<file path="src/rtl/lt_pkg.sv">
package lt_pkg;
   localparam int REG_W     = 32;
   localparam int VEC_W     = 8;
   localparam int DIVCFG_W  = 4;
   localparam int SHIFT_W   = 3;
   localparam int ENA_W     = 9;
   localparam int ENA_BIT   = 8;
   localparam int MASK_BIT  = 16;
   localparam int PER_BIT   = 17;
   localparam int SEL_INIT  = 0;
   localparam int SEL_CUR   = 1;
   localparam int SEL_DIV   = 2;
   localparam int SEL_ENA   = 3;
   localparam int LVT_BASE  = 4;
   localparam logic [REG_W-1:0] TMR_KEEP  = 32'h0003_10FF;
   localparam logic [REG_W-1:0] OTH_KEEP  = 32'h0001_17FF;
   localparam logic [REG_W-1:0] MASK_ONLY = 32'h0001_0000;
   localparam logic [DIVCFG_W-1:0] DIV_KEEP = 4'hB;

   function automatic logic [SHIFT_W-1:0] div_shift(input logic [DIVCFG_W-1:0] cfg);
      return SHIFT_W'({cfg[3], cfg[1:0]}) + SHIFT_W'(1);
   endfunction
endpackage

</file>
<file path="src/rtl/lt_prescaler.sv">
module lt_prescaler #(
   parameter int SHIFT_W = 3,
   localparam int PRESC_W = (1 << SHIFT_W) - 1
) (
   input  logic               clk,
   input  logic               rst_n,
   input  logic               clr,
   input  logic [SHIFT_W-1:0] shift,
   output logic               tick
);
   logic [PRESC_W-1:0] phase_q;
   logic [PRESC_W-1:0] lim;

   generate
      if (PRESC_W < 1) begin : g_bad
         $error("lt_prescaler: SHIFT_W too small");
      end
   endgenerate

   assign lim  = PRESC_W'((64'd1 << shift) - 64'd1);
   assign tick = (phase_q == lim) && !clr;

   always_ff @(posedge clk or negedge rst_n) begin
      if (!rst_n)        phase_q <= '0;
      else if (clr)      phase_q <= '0;
      else if (tick)     phase_q <= '0;
      else               phase_q <= phase_q + PRESC_W'(1);
   end
endmodule

</file>
<file path="src/rtl/lt_counter.sv">
module lt_counter #(
   parameter int CNT_W = 32
) (
   input  logic             clk,
   input  logic             rst_n,
   input  logic             load,
   input  logic [CNT_W-1:0] load_val,
   input  logic [CNT_W-1:0] init_val,
   input  logic             tick,
   input  logic             periodic,
   output logic [CNT_W-1:0] cur,
   output logic             expire
);
   logic [CNT_W-1:0] cur_q;

   assign cur    = cur_q;
   assign expire = tick && !load && (cur_q == CNT_W'(1));

   always_ff @(posedge clk or negedge rst_n) begin
      if (!rst_n)                 cur_q <= '0;
      else if (load)              cur_q <= load_val;
      else if (expire)            cur_q <= periodic ? init_val : '0;
      else if (tick && cur_q != '0) cur_q <= cur_q - CNT_W'(1);
   end
endmodule

</file>
<file path="src/rtl/lt_lvt_bank.sv">
module lt_lvt_bank import lt_pkg::*; #(
   parameter int NUM_LVT = 4
) (
   input  logic                             clk,
   input  logic                             rst_n,
   input  logic                             ena_wr,
   input  logic [NUM_LVT-1:0]               lvt_wr,
   input  logic [REG_W-1:0]                 wr_data,
   output logic [NUM_LVT-1:0][REG_W-1:0]    lvt,
   output logic [ENA_W-1:0]                 ena,
   output logic                             sw_en
);
   logic [ENA_W-1:0] ena_q;
   logic             disable_now;

   assign ena         = ena_q;
   assign sw_en       = ena_q[ENA_BIT];
   assign disable_now = ena_wr && !wr_data[ENA_BIT];

   always_ff @(posedge clk or negedge rst_n) begin
      if (!rst_n)      ena_q <= ENA_W'(9'h0FF);
      else if (ena_wr) ena_q <= wr_data[ENA_W-1:0];
   end

   generate
      for (genvar i = 0; i < NUM_LVT; i++) begin : g_ent
         localparam logic [REG_W-1:0] KEEP = (i == 0) ? TMR_KEEP : OTH_KEEP;
         logic [REG_W-1:0] ent_q;
         assign lvt[i] = ent_q;
         always_ff @(posedge clk or negedge rst_n) begin
            if (!rst_n)           ent_q <= MASK_ONLY;
            else if (lvt_wr[i])   ent_q <= (wr_data & KEEP) | (sw_en ? '0 : MASK_ONLY);
            else if (disable_now) ent_q <= ent_q | MASK_ONLY;
         end
      end
   endgenerate
endmodule

</file>
<file path="src/rtl/lt_req.sv">
module lt_req import lt_pkg::*; #(
   parameter int PEND_W = 4
) (
   input  logic             clk,
   input  logic             rst_n,
   input  logic             fire,
   input  logic             ack,
   input  logic [VEC_W-1:0] vec_in,
   output logic             req,
   output logic [VEC_W-1:0] vec
);
   logic              req_q, req_mid, req_n;
   logic [PEND_W-1:0] pend_q, pend_n;
   logic [VEC_W-1:0]  vec_q;

   assign req = req_q;
   assign vec = vec_q;

   always_comb begin
      req_mid = req_q;
      pend_n  = pend_q;
      if (ack && req_q) begin
         if (pend_q != '0) pend_n = pend_q - PEND_W'(1);
         else              req_mid = 1'b0;
      end
      req_n = req_mid;
      if (fire) begin
         if (req_mid) begin
            if (pend_n != '1) pend_n = pend_n + PEND_W'(1);
         end else begin
            req_n = 1'b1;
         end
      end
   end

   always_ff @(posedge clk or negedge rst_n) begin
      if (!rst_n) begin
         req_q  <= 1'b0;
         pend_q <= '0;
         vec_q  <= '0;
      end else begin
         req_q  <= req_n;
         pend_q <= pend_n;
         if (fire && !req_mid) vec_q <= vec_in;
      end
   end
endmodule

</file>
<file path="src/rtl/lt_timer.sv">
module lt_timer import lt_pkg::*; #(
   parameter int CNT_W   = 32,
   parameter int NUM_LVT = 4,
   parameter int PEND_W  = 4,
   localparam int SEL_W  = $clog2(LVT_BASE + NUM_LVT)
) (
   input  logic             clk,
   input  logic             rst_n,
   input  logic             wr_en,
   input  logic [SEL_W-1:0] wr_sel,
   input  logic [REG_W-1:0] wr_data,
   input  logic [SEL_W-1:0] rd_sel,
   output logic [REG_W-1:0] rd_data,
   input  logic             ack,
   output logic             req_valid,
   output logic [VEC_W-1:0] req_vector
);
   generate
      if (CNT_W < 2 || CNT_W > REG_W) begin : g_bad_cnt
         $error("lt_timer: CNT_W out of range");
      end
      if (NUM_LVT < 1) begin : g_bad_lvt
         $error("lt_timer: NUM_LVT must be at least 1");
      end
      if (PEND_W < 1) begin : g_bad_pend
         $error("lt_timer: PEND_W must be at least 1");
      end
   endgenerate

   logic [CNT_W-1:0]             init_q, cur_q;
   logic [DIVCFG_W-1:0]          div_q;
   logic                         wr_init, wr_div, wr_ena;
   logic [NUM_LVT-1:0]           lvt_wr;
   logic [NUM_LVT-1:0]           lvt_mask_v;
   logic [NUM_LVT-1:0][REG_W-1:0] lvt;
   logic [ENA_W-1:0]             ena;
   logic                         sw_en, tick, expire, fire;

   assign wr_init = wr_en && (wr_sel == SEL_W'(SEL_INIT));
   assign wr_div  = wr_en && (wr_sel == SEL_W'(SEL_DIV));
   assign wr_ena  = wr_en && (wr_sel == SEL_W'(SEL_ENA));

   generate
      for (genvar i = 0; i < NUM_LVT; i++) begin : g_sel
         assign lvt_wr[i]     = wr_en && (wr_sel == SEL_W'(LVT_BASE + i));
         assign lvt_mask_v[i] = lvt[i][MASK_BIT];
      end
   endgenerate

   always_ff @(posedge clk or negedge rst_n) begin
      if (!rst_n) begin
         init_q <= '0;
         div_q  <= '0;
      end else begin
         if (wr_init) init_q <= wr_data[CNT_W-1:0];
         if (wr_div)  div_q  <= wr_data[DIVCFG_W-1:0] & DIV_KEEP;
      end
   end

   lt_prescaler #(.SHIFT_W(SHIFT_W)) u_presc (
      .clk   (clk),
      .rst_n (rst_n),
      .clr   (wr_init || wr_div),
      .shift (div_shift(div_q)),
      .tick  (tick)
   );

   lt_counter #(.CNT_W(CNT_W)) u_cnt (
      .clk      (clk),
      .rst_n    (rst_n),
      .load     (wr_init),
      .load_val (wr_data[CNT_W-1:0]),
      .init_val (init_q),
      .tick     (tick),
      .periodic (lvt[0][PER_BIT]),
      .cur      (cur_q),
      .expire   (expire)
   );

   lt_lvt_bank #(.NUM_LVT(NUM_LVT)) u_bank (
      .clk     (clk),
      .rst_n   (rst_n),
      .ena_wr  (wr_ena),
      .lvt_wr  (lvt_wr),
      .wr_data (wr_data),
      .lvt     (lvt),
      .ena     (ena),
      .sw_en   (sw_en)
   );

   assign fire = expire && !lvt[0][MASK_BIT] && sw_en;

   lt_req #(.PEND_W(PEND_W)) u_req (
      .clk    (clk),
      .rst_n  (rst_n),
      .fire   (fire),
      .ack    (ack),
      .vec_in (lvt[0][VEC_W-1:0]),
      .req    (req_valid),
      .vec    (req_vector)
   );

   always_comb begin
      rd_data = '0;
      if (rd_sel == SEL_W'(SEL_INIT))     rd_data = REG_W'(init_q);
      else if (rd_sel == SEL_W'(SEL_CUR)) rd_data = REG_W'(cur_q);
      else if (rd_sel == SEL_W'(SEL_DIV)) rd_data = REG_W'(div_q);
      else if (rd_sel == SEL_W'(SEL_ENA)) rd_data = REG_W'(ena);
      else begin
         for (int i = 0; i < NUM_LVT; i++)
            if (rd_sel == SEL_W'(LVT_BASE + i)) rd_data = lvt[i];
      end
   end
endmodule

</file>
<file path="config.mk">
export PLATFORM = sky130hd
export DESIGN_NAME = lt_timer
export DESIGN_NICKNAME = d
export VERILOG_FILES = /design/src/rtl/lt_pkg.sv /design/src/rtl/lt_prescaler.sv /design/src/rtl/lt_counter.sv /design/src/rtl/lt_lvt_bank.sv /design/src/rtl/lt_req.sv /design/src/rtl/lt_timer.sv
export SDC_FILE = /design/constraint.sdc
export NUM_CORES = 1
export LEC_CHECK = 0
export ABC_AREA = 1
export BUFFER_PORTS_ARGS = -buffer_cell sky130_fd_sc_hd__buf_2
export CAP_MARGIN = 10
export CORE_AREA = 2 2 164 166
export DETAILED_ROUTE_END_ITERATION = 12
export DIE_AREA = 0 0 166 168
export GPL_ROUTABILITY_DRIVEN = 0
export GPL_TIMING_DRIVEN = 0
export PLACE_DENSITY = 0.63
export SYNTH_ARGS = -nofsm -noshare
export SYNTH_HDL_FRONTEND = slang
export SYNTH_HIERARCHICAL = 1
export SYNTH_SLANG_ARGS = --single-unit
</file>
<file path="constraint.sdc">
create_clock -name clk -period 5.8 [get_ports clk]
set_input_delay 0.29 -clock clk [delete_from_list [all_inputs] [get_ports clk]]
set_output_delay 0.29 -clock clk [all_outputs]
set_load 0.005 [all_outputs]
</file>
==> results of run 1 <==
worst reg2reg max path: cells and delay by family, from the launching register on:
kind,cells,cell delay [ns]
DFF,1,0.42
and+or+nand+nor,15,2.25
adders and majority gates,1,0.22
xor gates and xnor gates,1,0.40
buffers and inverters,2,0.51
cells in the final DEF (no fill, tap or decap), types with 2 or more instances in the layout:
cell / synthesis / layout
xor2_1: 9 / 9
clkinv_4: 0 / 2
o21a_1: 2 / 2
nand3b_1: 2 / 2
nor2_1: 172 / 172
buf_2: 14 / 95
o21ai_1: 21 / 21
conb_1: 1 / 78
inv_6: 0 / 7
nand2_2: 11 / 11
clkinv_2: 2 / 5
nor2_4: 7 / 7
nor2_2: 5 / 5
o21ai_0: 34 / 34
buf_4: 89 / 89
buf_6: 13 / 14
xnor2_1: 5 / 5
clkbuf_16: 0 / 17
or2_2: 3 / 3
o21ai_2: 28 / 28
nand2_4: 4 / 4
inv_1: 102 / 102
o21bai_1: 6 / 6
inv_2: 7 / 7
inv_8: 0 / 2
clkbuf_1: 14 / 14
ha_1: 6 / 6
a31oi_1: 5 / 5
or2_1: 3 / 3
nand2_1: 602 / 602
a21oi_1: 25 / 25
buf_12: 3 / 3
nand4_1: 45 / 45
dfstp_2: 12 / 12
nand3_1: 133 / 133
dfrtp_1: 134 / 134
final cells by class:
| cell class | instances | area, sq um | area share |
|---|---|---|---|
| inverters | 113 | 429.2 | 0.03577 |
| flip-flops and latches | 146 | 3669 | 0.3058 |
| well taps | 341 | 426.7 | 0.03556 |
| multi-input cells | 1212 | 5431 | 0.4527 |
| clock inverters | 15 | 146.4 | 0.01220 |
| repair buffers | 84 | 454.2 | 0.03786 |
| plain buffers | 135 | 1016 | 0.08468 |
| clock buffers | 17 | 425.4 | 0.03546 |
per-stage QoR:
step	setup slack, ns	cells	area [sq um]	hold WS [ns]
2_1_floorplan	2.840	1606	10550	-0.005591
3_3_place_gp	1.936	2029	11380	0.4486
3_5_place_dp	1.889	2030	11420	0.3132
4_1_cts	1.855	2063	12000	0.05690
5_1_grt	1.438	2063	12000	0.06870
6_report	1.854	2063	12000	0.07083
worst max path at each step:
stage | start | slack (ns) | to | cells after the start
finish | div_q[0] | 1.85 | u_req/vec[6] | 19
global route | div_q[0] | 1.44 | u_req/vec[6] | 19
CTS | div_q[0] | 1.86 | u_req/vec[6] | 19
detailed placement | div_q[0] | 1.89 | u_req/vec[6] | 19
global placement | div_q[0] | 1.94 | u_req/vec[5] | 19
floorplan | div_q[0] | 2.84 | u_req/vec[0] | 19
registers in the layout, indices dropped and copies added, names as in the netlist, 3 cells and up:
register	cells
u_bank/g_ent.ent_q	50
init_q	32
u_cnt/cur	32
u_bank/ena	9
u_req/vec	8
u_presc/phase_q	7
u_req/pend_q	4
div_q	3
power breakdown:
group / switching, mW / internal [mW]
sequential: 0.303 / 1.28
combinational: 0.969 / 0.567
clock: 0.492 / 0.604
repair_timing:
action | CTS | global route
endpoints found under the hold margin | 58 | 0
gates resized for setup | 0 | 0
buffers inserted | 0 | 0
hold buffers | 1 | 0
logic make-up (layout without fill, tap and decap cells):
logic type      Yosys count  count (layout)
compound gates          122             122
xor+xnor                 14              14
fa+ha+maj                 6               6
buf+inv                 248             364
flops                   146             146
other cells               1              78
simple gates            992             992
per-layer routing:
layer  wire length [um]  share of wire  global-route usage  vias to the layer above
met5                  0              0                   0                        -
met4                613          0.020             0.06805                        0
met3               1685          0.054             0.03079                       44
met2              14220           0.46              0.3599                      306
met1              14690           0.47              0.3195                     4613
li1                   -              -                   -                     5053
==> impl_metrics.csv, run 1 <==
group,metric,value,unit
synth,synth_top_family_by_area,"simple AND/OR/NAND/NOR gates",
synth,synth.most_common_cell,"nand2_1",
worst_setup_path,critPathSlowestCell,"dfrtp_1",
timing,slew_violations,0,
drt,drt_first_pass_iters,7,
worst_setup_path,crit_fanout,10,
die,initial_core_util,0.3892,
global_route,grt_pass1_wl,50.21,mm
timing,finalSetupViolations,0,
synth,synthMuxAreaShare,0,
worst_setup_path,crit_path_frequent_cell,"nand2_1",
hold_path,hold_start,"wr_data[21]",
clock_network,numClockSinks,146,
drt,wl,31.21,mm
die,die_w,166,um
status,status,"finished clean",
clock_network,clock_latency,0.44,ns
drt,final_antenna_net_count,0,
timing,hold_viol,0,
worst_setup_path,crit_family,"simple AND/OR/NAND/NOR gates",
cells_and_area,drive_above_1_share,0.1852,
hold_path,holdPathEnd,"init_q[21]",
synth,syn_avg_cell_area,6.708,sq um
hold_path,min_delay_path_depth,3,
timing,final.setup_skew,0.01112,ns
worst_setup_path,path_buf_inv,2,
synth,yosysWarnings,6,
global_route,antenna_found_initial,0,
cells_and_area,fin_util,0.4553,
worst_setup_path,rrSetupSlack,1.85,ns
global_route,grt_start_max_net_pins,87,
worst_setup_path,end_kind,"flop",
global_route,gr-total-overflow,0,
pwr,p_per_area,351.4,nW/um^2
synth,synth-xor-area-share,0.01196,
hold_path,worst_hold_path_type,"input port to flop",
drt,wl_per_cell,15.13,um
synth,synth_compound_area_frac,0.07271,
clock_network,cts_buffers,17,
global_route,grt_usage,0.2256,
synth,async_reset_ff_frac,1.000,
clock_network,clock-root-buffer,"clkbuf_16",
cells_and_area,area_growth,16.98,%
clock_network,clk_pin_slew,0.07,ns
placed_design,hpwl,23.53,mm
synth,synthAdderAreaFrac,0.007320,
drt,first_iter_violations,885,
pwr,power.total,4.216,mW
die,core_area,26350,sq um
synth,yosysTopAreaCell,"dfrtp_1",
worst_setup_path,cp.required,6.13,ns
die,fp.dieH,168,um
synth,ys_seq_area_frac,0.3577,
clock_network,cts_max_level,4,
timing,relSlewSlack,0.4881,
die,rows,60,
timing,final.setup.tns,0,ns
flow_run,maxCapViolCount,0,
cells_and_area,antennaDiodeCount,0,
synth,synthFlopType,"dfrtp_1",
die,die_area,27890,sq um
timing,worstMarginPinSlew,0.7679,ns
worst_setup_path,crit_path_cell_trace,"ha_1, xor2_1, inv_2, nand2_2, nand2_1, nand3_1, nand2_1, nor2_2, and2_1, nand2_1, nor2_1, nand3_1, nor2_1, nand2_1, nor2_1, clkbuf_1, nand2_1, nand2_1, nand2_1",
timing,max_freq,253.4,MHz
worst_setup_path,cp_slowest_stage_delay,0.42,ns
synth,yosys-top-cells-count,"602 x nand2_1, 172 x nor2_1, 134 x dfrtp_1, 133 x nand3_1, 102 x inv_1",
worst_setup_path,rr_endpoint,"u_req/vec[6]",
global_route,grt_pass1_vias,9306,
synth,synth_top_area_frac,0.3269,
timing,min_period_over_period,0.6803,
worst_setup_path,start_kind,"flop",
synth,netlist_area,10260,sq um
worst_setup_path,reg2reg_depth,19,
synth,synth.area.top_cells,"dfrtp_1 33%, nand2_1 22%, buf_4 6.5%, nand3_1 6.5%, nor2_1 6.3%",
timing,grt_setup_unrepaired,"no",
clock_network,cts_max_path_buffers,2,
pwr,leakage,6.337,nW
synth,synth_edf_count,0,
worst_setup_path,critPathKind,"flop to flop",
synth,synth_cell_types,42,
cells_and_area,nFillCells,2685,
die,design.portCount,83,
clock_network,cts_tree,"built",
synth,ys_ff_latch,146,
placed_design,port-buffer-count,82,
synth,synth-simple-area-share,0.4091,
worst_setup_path,cp.arrival,4.27,ns
timing,fin_crit,3.946,ns
worst_setup_path,r2r-start,"div_q[0]",
drt,viasPerCell,4.855,
synth,synthCells,1529,
pwr,ir_drop,0.1858,mV
drt,vias,10020,
drt,drc,0,
cells_and_area,nets,1757,
Power figures use the tool's default switching activity.
==> run 2, diff against run 1 <==
- ABC_AREA: 1 -> 0
- CORE_AREA: 2 2 164 166 -> 2 2 160 162
- DIE_AREA: 0 0 166 168 -> 0 0 162 164
- PLACE_DENSITY: 0.63 -> 0.64
- clock period: 5.8 -> 3.67 ns (I/O delays scaled with it)
==> run 2 against run 1 <==
Worst setup slack got worse by 1.9 ns. Register-to-register slack got worse by 1.9 ns. Utilization increased by 1.8 points. Synthesized cell count decreased by 41%. The flow now finishes with violations (setup timing). Critical endpoint is now u_req/pend_q[1]. First-iteration DRC count decreased by 37%. Global-route usage decreased by 2.0 points. Highest routed layer unchanged. Critical path type unchanged.
==> impl_metrics.csv, run 2 <==
group,metric,value,unit
status,status,"finished with violations",
status,violations,"setup timing",
clock_network,clock_latency,0.44,ns
worst_setup_path,cp.required,4.00,ns
timing,fin_crit,3.697,ns
drt,vias,7740,
synth,syn_avg_cell_area,10.78,sq um
cells_and_area,postLayoutCellArea,11740,sq um
cells_and_area,final_common_cell,"dfrtp_1",
die,die_area,26570,sq um
hold_path,hold_start,"wr_data[27]",
drt,wl_per_cell,18.54,um
drt,drt_first_pass_iters,4,
synth,synth.most_common_cell,"dfrtp_1",
timing,relSlewSlack,0.4013,
hold_path,holdPathEnd,"init_q[27]",
global_route,antenna_found_initial,0,
cells_and_area,area_growth,20.01,%
global_route,use_met3,0.03611,
synth,synth.area.top_cells,"dfrtp_1 34%, mux2_2 9.3%, buf_4 6.7%, mux4_2 6.4%, mux2_4 4.8%",
timing,max_freq,270.5,MHz
drt,wl,26.81,mm
clock_network,cts_max_level,4,
cells_and_area,largest_reg_flops,50,
timing,grt_setup_unrepaired,"yes",
clock_network,cts_buffers,17,
drt,final_antenna_net_count,0,
global_route,grt.met2_usage,0.3426,
global_route,grt_start_max_net_pins,79,
die,design.portCount,83,
synth,synth_cell_types,73,
worst_setup_path,end_kind,"flop",
drt,drc,0,
worst_setup_path,critPathKind,"flop to flop",
clock_network,cts_max_path_buffers,2,
worst_setup_path,r2r-start,"div_q[0]",
worst_setup_path,rrSetupSlack,-0.03,ns
synth,synthCells,907,
pwr,leakage,5.153,nW
drt,first_iter_violations,558,
drt,viasPerCell,5.353,
synth,ys_ff_latch,146,
global_route,grt_pass1_wl,42.05,mm
global_route,gr-total-overflow,0,
timing,hold_viol,0,
cells_and_area,nets,1151,
timing,finalSetupViolations,3,
synth,netlist_area,9778,sq um
placed_design,pre_cts_ws,-0.5888,ns
timing,slew_violations,0,
synth,synth_edf_count,0,
cells_and_area,regMostFlops,"u_bank/g_ent.ent_q",
cells_and_area,nFillCells,2379,
placed_design,hpwl,19.40,mm
flow_run,maxCapViolCount,0,
pwr,p_per_area,521.9,nW/um^2
pwr,power.total,6.124,mW
clock_network,cts_tree,"built",
timing,whs,0.007503,ns
timing,worstMarginPinSlew,0.8961,ns
die,fp.dieH,164,um
die,initial_core_util,0.3940,
synth,yosysTopAreaCell,"dfrtp_1",
global_route,grt_pass1_vias,7759,
synth,ys_seq_area_frac,0.3752,
synth,yosys-top-cells-count,"134 x dfrtp_1, 87 x buf_4, 81 x mux2_2, 74 x o21ai_0, 68 x nand2_1",
worst_setup_path,start_kind,"flop",
clock_network,clock-root-buffer,"clkbuf_16",
worst_setup_path,rr_endpoint,"u_req/pend_q[1]",
placed_design,place_area,10970,sq um
timing,final.setup_skew,0.01219,ns
synth,synthFlopType,"dfrtp_1",
timing,final.setup.worst_slack,-0.02740,ns
die,rows,58,
global_route,grt_use_met1,0.2722,
clock_network,clk_pin_slew,0.07,ns
global_route,gr-max-usage-layer,"met2",
worst_setup_path,reg2reg_depth,14,
clock_network,numClockSinks,146,
worst_setup_path,cp.arrival,4.03,ns
cells_and_area,drive_above_1_share,0.3790,
synth,async_reset_ff_frac,1.000,
synth,yosysWarnings,6,
timing,min_period_over_period,1.007,
cells_and_area,antennaDiodeCount,0,
hold_path,min_delay_path_depth,2,
worst_setup_path,crit_fanout,7,
placed_design,port-buffer-count,81,
pwr,ir_drop,0.3654,mV
die,core_area,24820,sq um
global_route,grt_usage,0.2060,
cells_and_area,mostFrequentLayoutCells,"134 x dfrtp_1, 100 x buf_4, 92 x buf_2",
hold_path,worst_hold_path_type,"input port to flop",
die,die_w,162,um
cells_and_area,fin_util,0.4728,
synth,synth_top_area_frac,0.3429,
==> run 2: cell types whose count changed in the layout (fill, tap and decap cells not counted), sizes merged, moves of 11 or more <==
cell | previous run | this run
nor3 | 2 | 16
inv | 119 | 10
nor4 | 0 | 17
a311oi | 0 | 13
nand3 | 133 | 15
nor2 | 185 | 43
nand2 | 617 | 69
mux4 | 0 | 28
a221oi | 0 | 11
mux2 | 0 | 112
clkbuf | 31 | 46
mux2i | 0 | 29
nand4 | 45 | 6
==> run 2: worst max path at each step <==
stage,from,end,cells after the start
5_1_grt,div_q[0],u_req/pend_q[1],14
6_report,div_q[0],u_req/pend_q[1],14
2_1_floorplan,div_q[0],u_req/pend_q[1],14
4_1_cts,div_q[0],u_req/pend_q[1],14
3_5_place_dp,div_q[0],u_req/pend_q[1],14
3_3_place_gp,div_q[0],u_req/pend_q[1],14
==> run 2: cell families (layout without fill, tap and decap cells) <==
group           after synthesis  after routing  share of synthesized area
simple gates                223            223                     0.1250
compound gates              188            188                     0.1299
mux                         169            169                     0.2351
buf+inv                     147            279                     0.1026
flops                       146            146                     0.3752
xor+xnor                     27             27                    0.02418
fa+ha+maj                     6              6                   0.007677
other cells                   1             78                  0.0003835
==> run 2: layer usage <==
| metal | wire, um | part of all wire |
|---|---|---|
| met5 | 0 | 0 |
| met4 | 601 | 0.022 |
| met3 | 1410 | 0.053 |
| met2 | 12780 | 0.48 |
| met1 | 12020 | 0.45 |
==> run 2: critical path: stages (launching register included) <==
cell and delay, ns:
dfrtp_1 0.41, ha_4 0.19, xor2_4 0.17, or3_4 0.34
o31a_1 0.27, a221oi_4 0.26, and3_4 0.25, nand4_1 0.14
or4_4 0.60, nor2_4 0.11, nand2_2 0.07, nor2_4 0.19
nand2_4 0.08, a31oi_4 0.18, mux2_4 0.31
==> run 2: stage by stage <==
step / setup TNS [ns] / std cells
finish: -0.03112 / 1446
detailed placement: -16.94 / 1396
CTS: -0.03399 / 1444
global placement: -15.11 / 1395
global route: -1.372 / 1446
floorplan: -0.1124 / 984
==> run 2: where the power goes <==
part	switching (mW)	internal, mW	total (mW)
Clock	0.706	0.953	1.66
Sequential	0.447	2.03	2.48
Combinational	0.979	1.01	1.99
Total	2.13	3.99	6.12
==> run 2: layout make-up <==
type	count	area [sq um]	area share
Tap cell	330	412.9	0.03519
Multi-Input combinational cell	691	5487	0.4675
Timing Repair Buffer	101	596.8	0.05086
Inverter	9	33.78	0.002879
Clock buffer	21	450.4	0.03838
Buffer	137	978.4	0.08338
Sequential cell	146	3669	0.3126
Clock inverter	11	107.6	0.009169
==> run 2: timing repair <==
action,4_1_cts,5_1_grt
hold buffers,6,0
gates resized for setup,3,15
endpoints found under the hold margin,65,0
setup buffers,10,3
pin swaps,6,6
setup endpoints to repair,45,43
==> run 3, diff against run 2 <==
- ABC_AREA: 0 -> 1
- CORE_AREA: 2 2 160 162 -> 2 2 164 166
- DIE_AREA: 0 0 162 164 -> 0 0 166 168
- PLACE_DENSITY: 0.64 -> 0.63
==> run 3 against run 2 <==
Sequential power is essentially flat. Final area is 4.0% higher. Largest cell class unchanged. Power increased by 9.2%. First-iteration DRC count grew 62%. Utilization shrank 0.96 points. Sequential share of layout area decreased by 1.2 points. Hold slack better by 0.017 ns. Wire length rose by 17%. The run now ends clean. Register-to-register slack better by 0.38 ns.
==> impl_metrics.csv, run 3 (synthesized netlist as in run 1, its figures left out) <==
group,metric,value,unit
status,status,"finished clean",
drt,viasPerCell,4.865,
global_route,grt_pass1_wl,50.43,mm
placed_design,port-buffer-count,82,
timing,relSlewSlack,0.4800,
pwr,p_sw,2.791,mW
clock_network,cts_buffers,17,
cells_and_area,antennaDiodeCount,0,
clock_network,cts_tree,"built",
cells_and_area,nets,1774,
global_route,grt_usage,0.2264,
global_route,antenna_found_initial,0,
worst_setup_path,r2r-start,"div_q[0]",
timing,final.setup_skew,0.01266,ns
cells_and_area,mostFrequentLayoutCells,"602 x nand2_1, 170 x nor2_1, 134 x dfrtp_1",
drt,drc,0,
drt,drt_first_pass_iters,6,
placed_design,pre_cts_ws,-0.2413,ns
die,core_area,26350,sq um
timing,max_freq,301.6,MHz
hold_path,min_delay_path_depth,3,
timing,worstMarginPinSlew,0.7800,ns
cells_and_area,multiInputGateArea,5466,sq um
drt,final_antenna_net_count,0,
timing,fin_crit,3.316,ns
die,initial_core_util,0.3892,
die,fp.dieH,168,um
clock_network,clock_latency,0.44,ns
clock_network,cts_max_level,4,
cells_and_area,drive_above_1_share,0.1863,
cells_and_area,largest_reg_flops,50,
die,die_w,166,um
cells_and_area,postLayoutCellArea,12210,sq um
timing,final.setup.worst_slack,0.3539,ns
clock_network,clock-root-buffer,"clkbuf_16",
timing,finalSetupViolations,0,
cells_and_area,nFillCells,2671,
clock_network,numClockSinks,146,
timing,final.setup.tns,0,ns
placed_design,place_area,11420,sq um
worst_setup_path,cp.required,3.99,ns
worst_setup_path,reg2reg_depth,18,
drt,first_iter_violations,902,
pwr,p_per_area,547.9,nW/um^2
timing,grt_setup_unrepaired,"no",
pwr,internal_power,3.897,mW
global_route,gr-total-overflow,0,
pwr,ir_drop,0.2944,mV
die,design.portCount,83,
clock_network,clk_pin_slew,0.07,ns
pwr,pwr-share-comb,0.367,
placed_design,hpwl,23.53,mm
cells_and_area,fin_util,0.4632,
hold_path,hold_start,"wr_data[13]",
flow_run,maxCapViolCount,0,
drt,wl_per_cell,15.03,um
pwr,power.total,6.688,mW
cells_and_area,area_growth,19.02,%
timing,whs,0.02410,ns
hold_path,worst_hold_path_type,"input port to flop",
global_route,grt_start_max_net_pins,87,
die,die_area,27890,sq um
drt,wl,31.26,mm
pwr,leakage,6.416,nW
worst_setup_path,cp.arrival,3.64,ns
die,rows,60,
global_route,grt_pass1_vias,9355,
worst_setup_path,crit_fanout,10,
cells_and_area,seq_area,3669,sq um
worst_setup_path,critPathKind,"flop to flop",
placed_design,place_inst,2030,
cells_and_area,regMostFlops,"u_bank/g_ent.ent_q",
worst_setup_path,start_kind,"flop",
timing,min_period_over_period,0.9036,
pwr,p_sw_frac,0.4174,
clock_network,cts_max_path_buffers,2,
drt,vias,10120,
timing,hold_viol,0,
pwr,p_seq_frac,0.374,
pwr,clkPwrFrac,0.259,
cells_and_area,final_common_cell,"nand2_1",
worst_setup_path,end_kind,"flop",
worst_setup_path,startpoint,"div_q[0]",
timing,slew_violations,0,
cells_and_area,final_cells,2080,
-- run 3: changes by cell type in the layout (fill, tap and decap cells not counted), sizes merged, moves of 17 or more --
cell / before / now
nand2: 69 / 617
nor4: 17 / 0
mux4: 28 / 0
mux2i: 29 / 0
nand4: 6 / 45
inv: 10 / 119
mux2: 112 / 0
nand3: 15 / 133
nor2: 43 / 185
-- run 3: layout make-up --
class,instances,area share
Buffer,135,0.08354
Clock buffer,17,0.03485
Clock inverter,15,0.01199
Inverter,113,0.03516
Multi-Input combinational cell,1212,0.4478
Sequential cell,146,0.3005
Tap cell,341,0.03495
Timing Repair Buffer,101,0.05115
-- run 3: timing repair --
item / 4_1_cts / 5_1_grt
pin swaps: 0 / 2
hold buffers: 18 / 0
endpoints found under the setup margin: 9 / 12
endpoints found under the hold margin: 75 / 0
gates resized for setup: 3 / 8
cloned: 0 / 0
setup buffers: 0 / 0
-- run 3: worst max-delay path, cell delays in order, from the launching register on --
cell and delay, ns:
dfrtp_1 0.42, ha_1 0.27, xor2_4 0.19, inv_2 0.11, nand2_2 0.07, o21ai_0 0.15, nand3_1 0.13, nor2_4 0.21
and2_2 0.25, nand2_1 0.07, nor2_1 0.13, nand3_1 0.20, nor2_4 0.19, nand2_1 0.08, nor2_2 0.16, buf_4 0.20
nand2_1 0.18, nand2_1 0.11, nand2_1 0.06
-- run 3: power by group through the flow --
stage          Combinational, mW  Clock [mW]  Sequential, mW
6_report                    2.46        1.73            2.50
5_1_grt                     2.78        1.82            2.57
4_1_cts                     2.40        1.76            2.49
3_5_place_dp                2.37           0            2.52
3_3_place_gp                2.32           0            2.51
2_1_floorplan               1.80           0            2.36
-- run 3: layer usage --
metal / wire length (um) / part of all wire / track usage / vias to the layer above
met5: 0 / 0 / 0 / -
li1: - / - / - / 5086
met4: 619 / 0.020 / 0.06730 / 0
met1: 14300 / 0.46 / 0.3212 / 4644
met3: 2049 / 0.066 / 0.03009 / 44
met2: 14290 / 0.46 / 0.3615 / 346
-- run 3: worst paths after layout --
check	to	slack [ns]
max	u_req/vec[6]	0.35
min	init_q[13]	0.02
max reg2reg	u_req/vec[6]	0.35
min reg2reg	u_bank/ena[3]	0.46
max in group asynchronous	u_bank/ena[0]	2.54
min in group asynchronous	u_req/vec[5]	0.28
